## config.mk

```make
export PLATFORM = sky130hd
export DESIGN_NAME = sgw_scheduler
export DESIGN_NICKNAME = d
export VERILOG_FILES = /design/src/rtl/sgw_pkg.sv /design/src/rtl/sgw_regfile.sv /design/src/rtl/sgw_engine.sv /design/src/rtl/sgw_scheduler.sv
export SDC_FILE = /design/constraint.sdc
export NUM_CORES = 2
export LEC_CHECK = 0
export BUFFER_PORTS_ARGS = -buffer_cell sky130_fd_sc_hd__buf_2
export CAP_MARGIN = 15
export CORE_ASPECT_RATIO = 0.9
export CORE_MARGIN = 10
export CORE_UTILIZATION = 50
export CTS_BUF_LIST = sky130_fd_sc_hd__clkbuf_8
export DETAILED_ROUTE_END_ITERATION = 16
export PLACE_DENSITY_LB_ADDON = 0.2
export SETUP_SLACK_MARGIN = 0.3
export SLEW_MARGIN = 15
export SYNTH_ARGS = -nofsm -noshare
export SYNTH_HDL_FRONTEND = slang
export SYNTH_SLANG_ARGS = --single-unit
```

## constraint.sdc

```tcl
create_clock -name clk -period 6.15 [get_ports clk]
set_clock_uncertainty 0.2 [all_clocks]
set_input_delay 0 -clock clk [delete_from_list [all_inputs] [get_ports clk]]
set_output_delay 0 -clock clk [all_outputs]
set_load 0.01 [all_outputs]
```

## src/rtl/sgw_pkg.sv

```systemverilog
package sgw_pkg;
  localparam int BEAT_BYTES    = 32;
  localparam int BEAT_SHIFT    = $clog2(BEAT_BYTES);
  localparam int DATA_W        = BEAT_BYTES * 8;
  localparam int ADDR_W        = 64;
  localparam int PAGE_BYTES    = 4096;
  localparam int PAGE_BEATS    = PAGE_BYTES / BEAT_BYTES;
  localparam int PAGE_OFF_W    = $clog2(PAGE_BEATS);
  localparam int LEN_W         = 27;
  localparam int MAX_LEN_BEATS = 1 << 26;
  localparam int BURST_W       = PAGE_OFF_W + 1;
  localparam int CODE_W        = 3;
  localparam int REG_AW        = 8;
  localparam int REG_DW        = 32;

  localparam logic [REG_AW-1:0] RA_CTRL   = 8'h00;
  localparam logic [REG_AW-1:0] RA_STATUS = 8'h01;
  localparam logic [REG_AW-1:0] RA_TOT_LO = 8'h02;
  localparam logic [REG_AW-1:0] RA_TOT_HI = 8'h03;
  localparam logic [REG_AW-1:0] RA_ENTRY  = 8'h04;
  localparam logic [REG_AW-1:0] RA_TABLE  = 8'h40;

  typedef enum logic [2:0] {
    ST_IDLE, ST_FETCH, ST_REQ, ST_DATA, ST_FINISH, ST_HALT
  } eng_state_t;

  // Beats in the next burst: smallest of what is left, the size cap and
  // the distance to the next page boundary.
  function automatic logic [BURST_W-1:0] burst_beats(
      input logic [PAGE_OFF_W-1:0] page_off,
      input logic [LEN_W-1:0]      remaining,
      input logic [CODE_W-1:0]     code);
    logic [LEN_W-1:0] cap_size;
    logic [LEN_W-1:0] cap_page;
    logic [LEN_W-1:0] pick;
    cap_size = LEN_W'(1) << code;
    cap_page = LEN_W'(PAGE_BEATS) - LEN_W'(page_off);
    pick = remaining;
    if (cap_size < pick) pick = cap_size;
    if (cap_page < pick) pick = cap_page;
    return pick[BURST_W-1:0];
  endfunction

  // Length written by software, clamped to the 2 GB region limit.
  function automatic logic [LEN_W-1:0] clamp_len(input logic [REG_DW-1:0] w);
    if (w > REG_DW'(MAX_LEN_BEATS)) return LEN_W'(MAX_LEN_BEATS);
    return w[LEN_W-1:0];
  endfunction
endpackage

```

## src/rtl/sgw_regfile.sv

```systemverilog
module sgw_regfile
  import sgw_pkg::*;
#(
  parameter int NUM_ENTRIES = 16,
  parameter int IDX_W       = 4
) (
  input  logic                 clk,
  input  logic                 rst_n,
  input  logic                 reg_wr,
  input  logic [REG_AW-1:0]    reg_addr,
  input  logic [REG_DW-1:0]    reg_wdata,
  output logic [REG_DW-1:0]    reg_rdata,
  output logic                 ctrl_run,
  output logic                 ctrl_wrap,
  output logic [CODE_W-1:0]    ctrl_code,
  output logic                 ctrl_upd,
  input  logic [IDX_W-1:0]     sel_idx,
  output logic [ADDR_W-1:0]    ent_addr,
  output logic [LEN_W-1:0]     ent_len,
  output logic                 ent_valid,
  output logic                 ent_last,
  input  logic                 consume,
  input  logic                 st_done,
  input  logic                 st_stalled,
  input  logic                 st_busy,
  input  logic [31:0]          st_entry_bytes,
  input  logic [63:0]          st_total_bytes
);
  localparam int TBL_WORDS = NUM_ENTRIES * 4;

  logic [ADDR_W-1:0] tbl_addr  [NUM_ENTRIES];
  logic [LEN_W-1:0]  tbl_len   [NUM_ENTRIES];
  logic              tbl_valid [NUM_ENTRIES];
  logic              tbl_last  [NUM_ENTRIES];

  logic [REG_AW-1:0] tbl_off;
  logic              tbl_hit;
  logic [IDX_W-1:0]  tbl_idx;
  logic [1:0]        tbl_fld;
  logic              tbl_we;

  assign tbl_off = reg_addr - RA_TABLE;
  assign tbl_hit = (reg_addr >= RA_TABLE) && (32'(tbl_off) < 32'(TBL_WORDS));
  assign tbl_idx = tbl_off[IDX_W+1:2];
  assign tbl_fld = tbl_off[1:0];
  assign tbl_we  = reg_wr && tbl_hit;

  always_ff @(posedge clk) begin
    if (!rst_n) begin
      ctrl_run  <= 1'b0;
      ctrl_wrap <= 1'b0;
      ctrl_code <= '0;
      ctrl_upd  <= 1'b0;
    end else begin
      ctrl_upd <= reg_wr && (reg_addr == RA_CTRL);
      if (reg_wr && (reg_addr == RA_CTRL)) begin
        ctrl_run  <= reg_wdata[0];
        ctrl_wrap <= reg_wdata[1];
        ctrl_code <= reg_wdata[4:2];
      end
    end
  end

  // Table storage: engine consumption clears valid, a software write to the
  // same flags word in the same cycle overrides it.
  always_ff @(posedge clk) begin
    if (!rst_n) begin
      for (int i = 0; i < NUM_ENTRIES; i++) begin
        tbl_addr[i]  <= '0;
        tbl_len[i]   <= '0;
        tbl_valid[i] <= 1'b0;
        tbl_last[i]  <= 1'b0;
      end
    end else begin
      for (int i = 0; i < NUM_ENTRIES; i++) begin
        if (consume && (sel_idx == IDX_W'(i))) tbl_valid[i] <= 1'b0;
        if (tbl_we && (tbl_idx == IDX_W'(i))) begin
          case (tbl_fld)
            2'd0: tbl_addr[i][31:0]  <= {reg_wdata[31:BEAT_SHIFT], {BEAT_SHIFT{1'b0}}};
            2'd1: tbl_addr[i][63:32] <= reg_wdata;
            2'd2: tbl_len[i]         <= clamp_len(reg_wdata);
            default: begin
              tbl_valid[i] <= reg_wdata[0];
              tbl_last[i]  <= reg_wdata[1];
            end
          endcase
        end
      end
    end
  end

  assign ent_addr  = tbl_addr[sel_idx];
  assign ent_len   = tbl_len[sel_idx];
  assign ent_valid = tbl_valid[sel_idx];
  assign ent_last  = tbl_last[sel_idx];

  always_comb begin
    reg_rdata = '0;
    if (tbl_hit) begin
      case (tbl_fld)
        2'd0:    reg_rdata = tbl_addr[tbl_idx][31:0];
        2'd1:    reg_rdata = tbl_addr[tbl_idx][63:32];
        2'd2:    reg_rdata = REG_DW'(tbl_len[tbl_idx]);
        default: reg_rdata = {30'd0, tbl_last[tbl_idx], tbl_valid[tbl_idx]};
      endcase
    end else begin
      case (reg_addr)
        RA_CTRL:   reg_rdata = {27'd0, ctrl_code, ctrl_wrap, ctrl_run};
        RA_STATUS: reg_rdata = {16'd0, 8'(sel_idx), 5'd0, st_busy, st_stalled, st_done};
        RA_TOT_LO: reg_rdata = st_total_bytes[31:0];
        RA_TOT_HI: reg_rdata = st_total_bytes[63:32];
        RA_ENTRY:  reg_rdata = st_entry_bytes;
        default:   reg_rdata = '0;
      endcase
    end
  end

  // A consumed slot reads back as not valid unless software re-armed it
  AST_CONSUME_CLEARS: assert property (@(posedge clk) disable iff (!rst_n)
    consume && !tbl_we |=> !tbl_valid[$past(sel_idx)]) else $error("consume");
endmodule

```

## src/rtl/sgw_engine.sv

```systemverilog
module sgw_engine
  import sgw_pkg::*;
#(
  parameter int NUM_ENTRIES = 16,
  parameter int IDX_W       = 4
) (
  input  logic                 clk,
  input  logic                 rst_n,
  input  logic                 ctrl_run,
  input  logic                 ctrl_wrap,
  input  logic [CODE_W-1:0]    ctrl_code,
  input  logic                 ctrl_upd,
  input  logic [ADDR_W-1:0]    ent_addr,
  input  logic [LEN_W-1:0]     ent_len,
  input  logic                 ent_valid,
  input  logic                 ent_last,
  output logic [IDX_W-1:0]     cur_idx,
  output logic                 consume,
  output logic                 done,
  output logic                 stalled,
  output logic                 busy,
  output logic [31:0]          entry_bytes,
  output logic [63:0]          total_bytes,
  input  logic                 in_valid,
  output logic                 in_ready,
  input  logic [DATA_W-1:0]    in_data,
  output logic                 req_valid,
  input  logic                 req_ready,
  output logic [ADDR_W-1:0]    req_addr,
  output logic [BURST_W-1:0]   req_beats,
  output logic                 wr_valid,
  input  logic                 wr_ready,
  output logic [DATA_W-1:0]    wr_data,
  output logic                 wr_last
);
  eng_state_t         state;
  logic [ADDR_W-1:0]  cur_addr;
  logic [LEN_W-1:0]   remaining;
  logic [BURST_W-1:0] beats_left;
  logic [CODE_W-1:0]  cur_code;
  logic               cur_last;

  // Named internal events
  logic req_fire, beat_fire, burst_end, entry_end;
  logic [IDX_W-1:0] next_idx;

  assign req_valid = (state == ST_REQ);
  assign req_addr  = cur_addr;
  assign req_beats = burst_beats(cur_addr[BEAT_SHIFT +: PAGE_OFF_W], remaining, cur_code);
  assign wr_valid  = (state == ST_DATA) && in_valid;
  assign in_ready  = (state == ST_DATA) && wr_ready;
  assign wr_data   = in_data;
  assign wr_last   = (beats_left == BURST_W'(1));

  assign req_fire  = req_valid && req_ready;
  assign beat_fire = wr_valid && wr_ready;
  assign burst_end = beat_fire && (beats_left == BURST_W'(1));
  assign entry_end = (state == ST_FINISH);
  assign consume   = entry_end;
  assign next_idx  = (cur_idx == IDX_W'(NUM_ENTRIES - 1)) ? '0 : cur_idx + 1'b1;

  assign stalled = (state == ST_FETCH) && ctrl_run && !ent_valid;
  assign busy    = (state != ST_IDLE) && (state != ST_HALT);

  always_ff @(posedge clk) begin
    if (!rst_n) begin
      state       <= ST_IDLE;
      cur_idx     <= '0;
      cur_addr    <= '0;
      remaining   <= '0;
      beats_left  <= '0;
      cur_code    <= '0;
      cur_last    <= 1'b0;
      done        <= 1'b0;
      entry_bytes <= '0;
      total_bytes <= '0;
    end else begin
      if (ctrl_upd) done <= 1'b0;
      case (state)
        ST_IDLE: if (ctrl_run) state <= ST_FETCH;
        ST_FETCH: begin
          if (!ctrl_run) begin
            state <= ST_IDLE;
          end else if (ent_valid) begin
            cur_addr    <= ent_addr;
            remaining   <= ent_len;
            cur_code    <= ctrl_code;
            cur_last    <= ent_last;
            entry_bytes <= '0;
            state       <= (ent_len == '0) ? ST_FINISH : ST_REQ;
          end
        end
        ST_REQ: if (req_fire) begin
          beats_left <= req_beats;
          state      <= ST_DATA;
        end
        ST_DATA: if (beat_fire) begin
          cur_addr    <= cur_addr + ADDR_W'(BEAT_BYTES);
          remaining   <= remaining - 1'b1;
          beats_left  <= beats_left - 1'b1;
          entry_bytes <= entry_bytes + 32'(BEAT_BYTES);
          total_bytes <= total_bytes + 64'(BEAT_BYTES);
          if (burst_end) state <= (remaining == LEN_W'(1)) ? ST_FINISH : ST_REQ;
        end
        ST_FINISH: begin
          if (cur_last) begin
            done <= 1'b1;
            if (ctrl_wrap) begin
              cur_idx <= '0;
              state   <= ST_FETCH;
            end else begin
              state <= ST_HALT;
            end
          end else begin
            cur_idx <= next_idx;
            state   <= ST_FETCH;
          end
        end
        ST_HALT: if (ctrl_upd) begin
          cur_idx <= '0;
          state   <= ctrl_run ? ST_FETCH : ST_IDLE;
        end
        default: state <= ST_IDLE;
      endcase
    end
  end

  AST_BURST_SIZE: assert property (@(posedge clk) disable iff (!rst_n)
    req_valid |-> (req_beats != '0) && (32'(req_beats) <= (32'd1 << cur_code))) else $error("size");
  AST_NO_PAGE_CROSS: assert property (@(posedge clk) disable iff (!rst_n)
    req_valid |-> (32'(req_addr[BEAT_SHIFT +: PAGE_OFF_W]) + 32'(req_beats)) <= 32'(PAGE_BEATS)) else $error("page");
  AST_REQ_HOLD: assert property (@(posedge clk) disable iff (!rst_n)
    req_valid && !req_ready |=> req_valid && $stable(req_addr) && $stable(req_beats)) else $error("hold");
  AST_NO_EMPTY_REQ: assert property (@(posedge clk) disable iff (!rst_n)
    req_fire |-> remaining != '0) else $error("empty");
  AST_DONE_ON_LAST: assert property (@(posedge clk) disable iff (!rst_n)
    entry_end && cur_last |=> done) else $error("done");
  AST_TOTAL_STEP: assert property (@(posedge clk) disable iff (!rst_n)
    beat_fire |=> total_bytes == $past(total_bytes) + 64'(BEAT_BYTES)) else $error("total");
  AST_STALL_NO_REQ: assert property (@(posedge clk) disable iff (!rst_n)
    $past(stalled) && stalled |-> $stable(cur_idx) && !req_valid) else $error("stall");
endmodule

```

## src/rtl/sgw_scheduler.sv

```systemverilog
module sgw_scheduler
  import sgw_pkg::*;
#(
  parameter int NUM_ENTRIES = 16
) (
  input  logic                clk,
  input  logic                rst_n,
  input  logic                reg_wr,
  input  logic [7:0]          reg_addr,
  input  logic [31:0]         reg_wdata,
  output logic [31:0]         reg_rdata,
  input  logic                in_valid,
  output logic                in_ready,
  input  logic [255:0]        in_data,
  output logic                req_valid,
  input  logic                req_ready,
  output logic [63:0]         req_addr,
  output logic [7:0]          req_beats,
  output logic                wr_valid,
  input  logic                wr_ready,
  output logic [255:0]        wr_data,
  output logic                wr_last
);
  localparam int IDX_W = (NUM_ENTRIES > 1) ? $clog2(NUM_ENTRIES) : 1;

  logic              ctrl_run, ctrl_wrap, ctrl_upd;
  logic [CODE_W-1:0] ctrl_code;
  logic [IDX_W-1:0]  cur_idx;
  logic [ADDR_W-1:0] ent_addr;
  logic [LEN_W-1:0]  ent_len;
  logic              ent_valid, ent_last, consume;
  logic              st_done, st_stalled, st_busy;
  logic [31:0]       entry_bytes;
  logic [63:0]       total_bytes;

  sgw_regfile #(.NUM_ENTRIES(NUM_ENTRIES), .IDX_W(IDX_W)) regs_i (
    .clk, .rst_n, .reg_wr, .reg_addr, .reg_wdata, .reg_rdata,
    .ctrl_run, .ctrl_wrap, .ctrl_code, .ctrl_upd,
    .sel_idx(cur_idx), .ent_addr, .ent_len, .ent_valid, .ent_last,
    .consume, .st_done, .st_stalled, .st_busy,
    .st_entry_bytes(entry_bytes), .st_total_bytes(total_bytes)
  );

  sgw_engine #(.NUM_ENTRIES(NUM_ENTRIES), .IDX_W(IDX_W)) eng_i (
    .clk, .rst_n, .ctrl_run, .ctrl_wrap, .ctrl_code, .ctrl_upd,
    .ent_addr, .ent_len, .ent_valid, .ent_last,
    .cur_idx, .consume, .done(st_done), .stalled(st_stalled), .busy(st_busy),
    .entry_bytes, .total_bytes,
    .in_valid, .in_ready, .in_data,
    .req_valid, .req_ready, .req_addr, .req_beats,
    .wr_valid, .wr_ready, .wr_data, .wr_last
  );
endmodule

```

==> flow_summary_export.csv <==
group,metric,value,unit
status,run_status,"finished clean",
yosys,synthTopCellsByArea,"edfxtp_1 50%, mux4_2 23%, dfxtp_1 5.3%",
critical_path,arrival,5.34,ns
detailed_routing,routed_wl,312000,microns
floorplan,start_util,50.4,%
yosys,async_flop_share,0,%
floorplan,num_io_pins,666,
critical_path,critPathMaxStageDelay,0.59,ns
layout,syn2layout_area_growth,12.0,%
grt,antenna_found_initial,28,
sta,setup_violations,0,
sta,slew_violations,0,
critical_path,r2r_cells,14,
sta,fin_crit_sh,90.0,%
sta,worst_slew_pin_slew,1.27,ns
yosys,synth-edff-count,1390,
sta,fin_tns_setup,0,ns
floorplan,rows,141,
critical_path,worst_path_most_repeated_cell,"a21oi_1",
detailed_routing,ant_nets,0,
yosys,synth_flop_cell,"edfxtp_1",
detailed_routing,via_count,58400,
critical_path,worstSetupPathType,"flip-flop to output pin",
yosys,avgSynthCellArea,14.1,sq um
critical_path,end_kind,"output pin",
yosys,syn_area,82700,sq um
clock_tree,root_buffer,"clkbuf_8",
grt,grt_pass1_vias,56200,
floorplan,core_area,164000,sq um
yosys,yosysSeqAreaShare,55.8,%
clock_tree,clock_path_buffers,4,
grt,grt_usage,33.3,%
floorplan,die_area,182000,sq um
grt,grt.overflow.total,0,
yosys,ys_types,76,
power,p_leak,30.7,nW
power,vdd_drop_max,0.232,mV
sta,final_hold_viol_count,0,
yosys,synth_seq_cells,1610,
sta,relSlewSlack,14.3,%
critical_path,cp-start-kind,"flip-flop",
placement,place_congestion,0.885,
clock_tree,cts.sinks,1610,
critical_path,cp.required,5.95,ns
sta,period_minus_slack,5.54,ns
critical_path,reg2reg_slack,0.98,ns
detailed_routing,drc,0,
sta,rsz0062_at_grt,"false",
floorplan,die_h,406,microns
detailed_routing,drtIter0Drc,8869,
power,power.density,264,nW/um^2
yosys,postSynthCellCount,5883,
clock_tree,cts_tree,"built",
detailed_routing,drt-vias-per-instance,6.88,
min_path,min-delay-path-class,"input port to flip-flop",
critical_path,startpoint,"eng_i.remaining[16]$_SDFFE_PN0P_",
yosys,synth_top_area_share,50.5,%
min_path,whs_path_depth,6,
yosys,synth_top_area_cell,"edfxtp_1",
flow_run,cap_violations,0,
clock_tree,h-tree-depth,5,
critical_path,crit_end,"req_beats[1]",
clock_tree,clk_pin_slew,0.06,ns
yosys,ys_warn_count,0,
floorplan,die_w,449,microns
critical_path,r2r-start,"eng_i.remaining[16]$_SDFFE_PN0P_",
layout,nets,6394,
layout,drive_gt1_share,26.2,%
grt,grt_start_max_net_pins,144,
clock_tree,numCtsBuffers,292,
sta,holdWs,0.0828,ns
critical_path,crit_fanout,9,
clock_tree,clock_latency,1.04,ns
placement,dp_hpwl,193000,microns
sta,timing.fmax,0.181,GHz
placement,port_buffers,148,
detailed_routing,first_pass_iters,7,
detailed_routing,post_drt_wl_per_cell,36.7,microns
grt,grt_pass1_wl,434000,microns
critical_path,crit_slowest_cell,"or4_4",
critical_path,r2r_end,"eng_i.beats_left[7]$_SDFFE_PN0P_",
critical_path,path_cells,"or4_4 > nor4b_4 > and3_1 > nand2b_2 > a21oi_1 > ha_1 > a21oi_1 > o21ai_0 > a221oi_1 > nand3_1 > o211ai_4 > mux2_2 > buf_2",
## layout make-up
class	count	area [sq um]
clock inverter	166	724
multi-input combinational	3400	32600
tap	2216	2770
clock buffer	311	4280
sequential	1610	46200
timing repair buffer	653	5610
fill	12900	71600
inverter	109	412
antenna	25	62.6
## through the flow
step / utilization [%] / instances / instance area, sq um / total power, W / worst slack (ns)
2_1_floorplan: - / 5887 / 82700 / 0.0143 / 1.65
3_3_place_gp: 51.3 / 7651 / 84200 / 0.0150 / 1.10
3_5_place_dp: 51.3 / 7652 / 84200 / 0.0151 / 1.14
4_1_cts: 56.3 / 8460 / 92500 / 0.0244 / 0.348
5_1_grt: 56.4 / 8473 / 92600 / 0.0250 / 0.307
6_report: 56.4 / 8490 / 92600 / 0.0244 / 0.612
## worst min path at each step
stage / from / end / slack, ns
finish: reg_addr[6] / regs_i.ctrl_upd$_SDFF_PN0_ / 0.08
global route: reg_wdata[31] / regs_i.tbl_addr[3][26]$_SDFFCE_PN0P_ / 0.06
CTS: reg_addr[6] / regs_i.ctrl_upd$_SDFF_PN0_ / 0.02
detailed placement: in_data[23] / wr_data[23] / -0.20
global placement: in_data[23] / wr_data[23] / -0.20
floorplan: in_data[0] / wr_data[0] / -0.11
## worst max-delay path: cells and delay by family (launching register included)
family | cells | cell delay, ns
AND/OR/NAND/NOR | 5 | 1.73
AO/OA/AOI/OAI | 5 | 1.37
multiplexers | 1 | 0.40
flip-flops | 1 | 0.36
adder cells (fa/ha/maj) | 1 | 0.30
buffers and inverters | 1 | 0.15
## logic make-up after synthesis
group                    synth area share (%)
AND/OR/NAND/NOR                          9.45
other                                 0.00453
XOR/XNOR                                0.815
multiplexers                             23.9
AO/OA/AOI/OAI                            4.38
adder cells (fa/ha/maj)                 0.393
flip-flops                               55.8
buffers and inverters                    5.25
## power by group
part           switching (W)  internal (W)
registers           0.000268        0.0124
clock network        0.00454       0.00470
logic                0.00148       0.00100
total                0.00628        0.0181
## cells in the final DEF, fill, tap and decap left out, drive strengths merged, types with 24 or more instances in the layout
cell type and n:
inv 196, o21ai 153, mux2i 47, xor2 44, diode 25, nand3 125, and3 31, mux4 856
o221a 24, nor2 1116, dlygate4sd3 331, nor4 29, ha 26, nand2 310, dfxtp 220, a21oi 141
nand4 42, edfxtp 1390, xnor2 33, clkinv 74, nor3 65, clkbuf 314, buf 319, a22oi 59
## synth_stat cells, drive strengths merged (11+ instances only)
master	count
nor3b	11
inv	109
a211oi	13
nand3	125
nor4	29
o221a	24
xnor2	33
edfxtp	1390
ha	26
xor2	44
a22oi	59
nor3	65
buf	358
dfxtp	220
nand2	310
a222oi	23
nor2	1116
and3	31
clkbuf	410
a41oi	11
nand2b	16
a21oi	141
or3	23
a31oi	22
o31ai	13
a22o	16
mux2i	47
o21ai	153
nand4	42
a221oi	16
mux4	856
and2	18
## sequential cells by signal, summed over array words and instances, names as in the netlist, named ones only
| name | cells |
|---|---|
| eng_i.beats_left | 8 |
| eng_i.cur_code | 3 |
| eng_i.cur_idx | 4 |
| eng_i.cur_last | 1 |
| eng_i.done | 1 |
| eng_i.entry_bytes | 27 |
| eng_i.remaining | 27 |
| eng_i.req_addr | 59 |
| eng_i.state | 3 |
| eng_i.total_bytes | 59 |
| regs_i.ctrl_code | 3 |
| regs_i.ctrl_run | 1 |
| regs_i.ctrl_upd | 1 |
| regs_i.ctrl_wrap | 1 |
| regs_i.tbl_addr | 944 |
| regs_i.tbl_last | 16 |
| regs_i.tbl_len | 432 |
| regs_i.tbl_valid | 16 |
## per-layer routing
metal | vias up | GRT usage, % | share of wire, % | wire length [microns]
met2 | 4820 | 49.9 | 45 | 139000
met1 | 29900 | 43.5 | 35 | 109000
met5 | - | 0 | 0.047 | 147
li1 | 22900 | - | - | -
met4 | 24 | 15.2 | 5.3 | 16500
met3 | 868 | 12.2 | 15 | 46600
## timing repair
| item | 4_1_cts | 5_1_grt |
|---|---|---|
| endpoints found under the hold margin | 1376 | 0 |
| endpoints found under the setup margin | 7 | 8 |
| pin swaps | 0 | 1 |
| gates resized for setup | 1 | 1 |
| hold buffers | 331 | 0 |
| setup buffers | 0 | 2 |
Note: power is estimated with default switching activity, not from simulation.
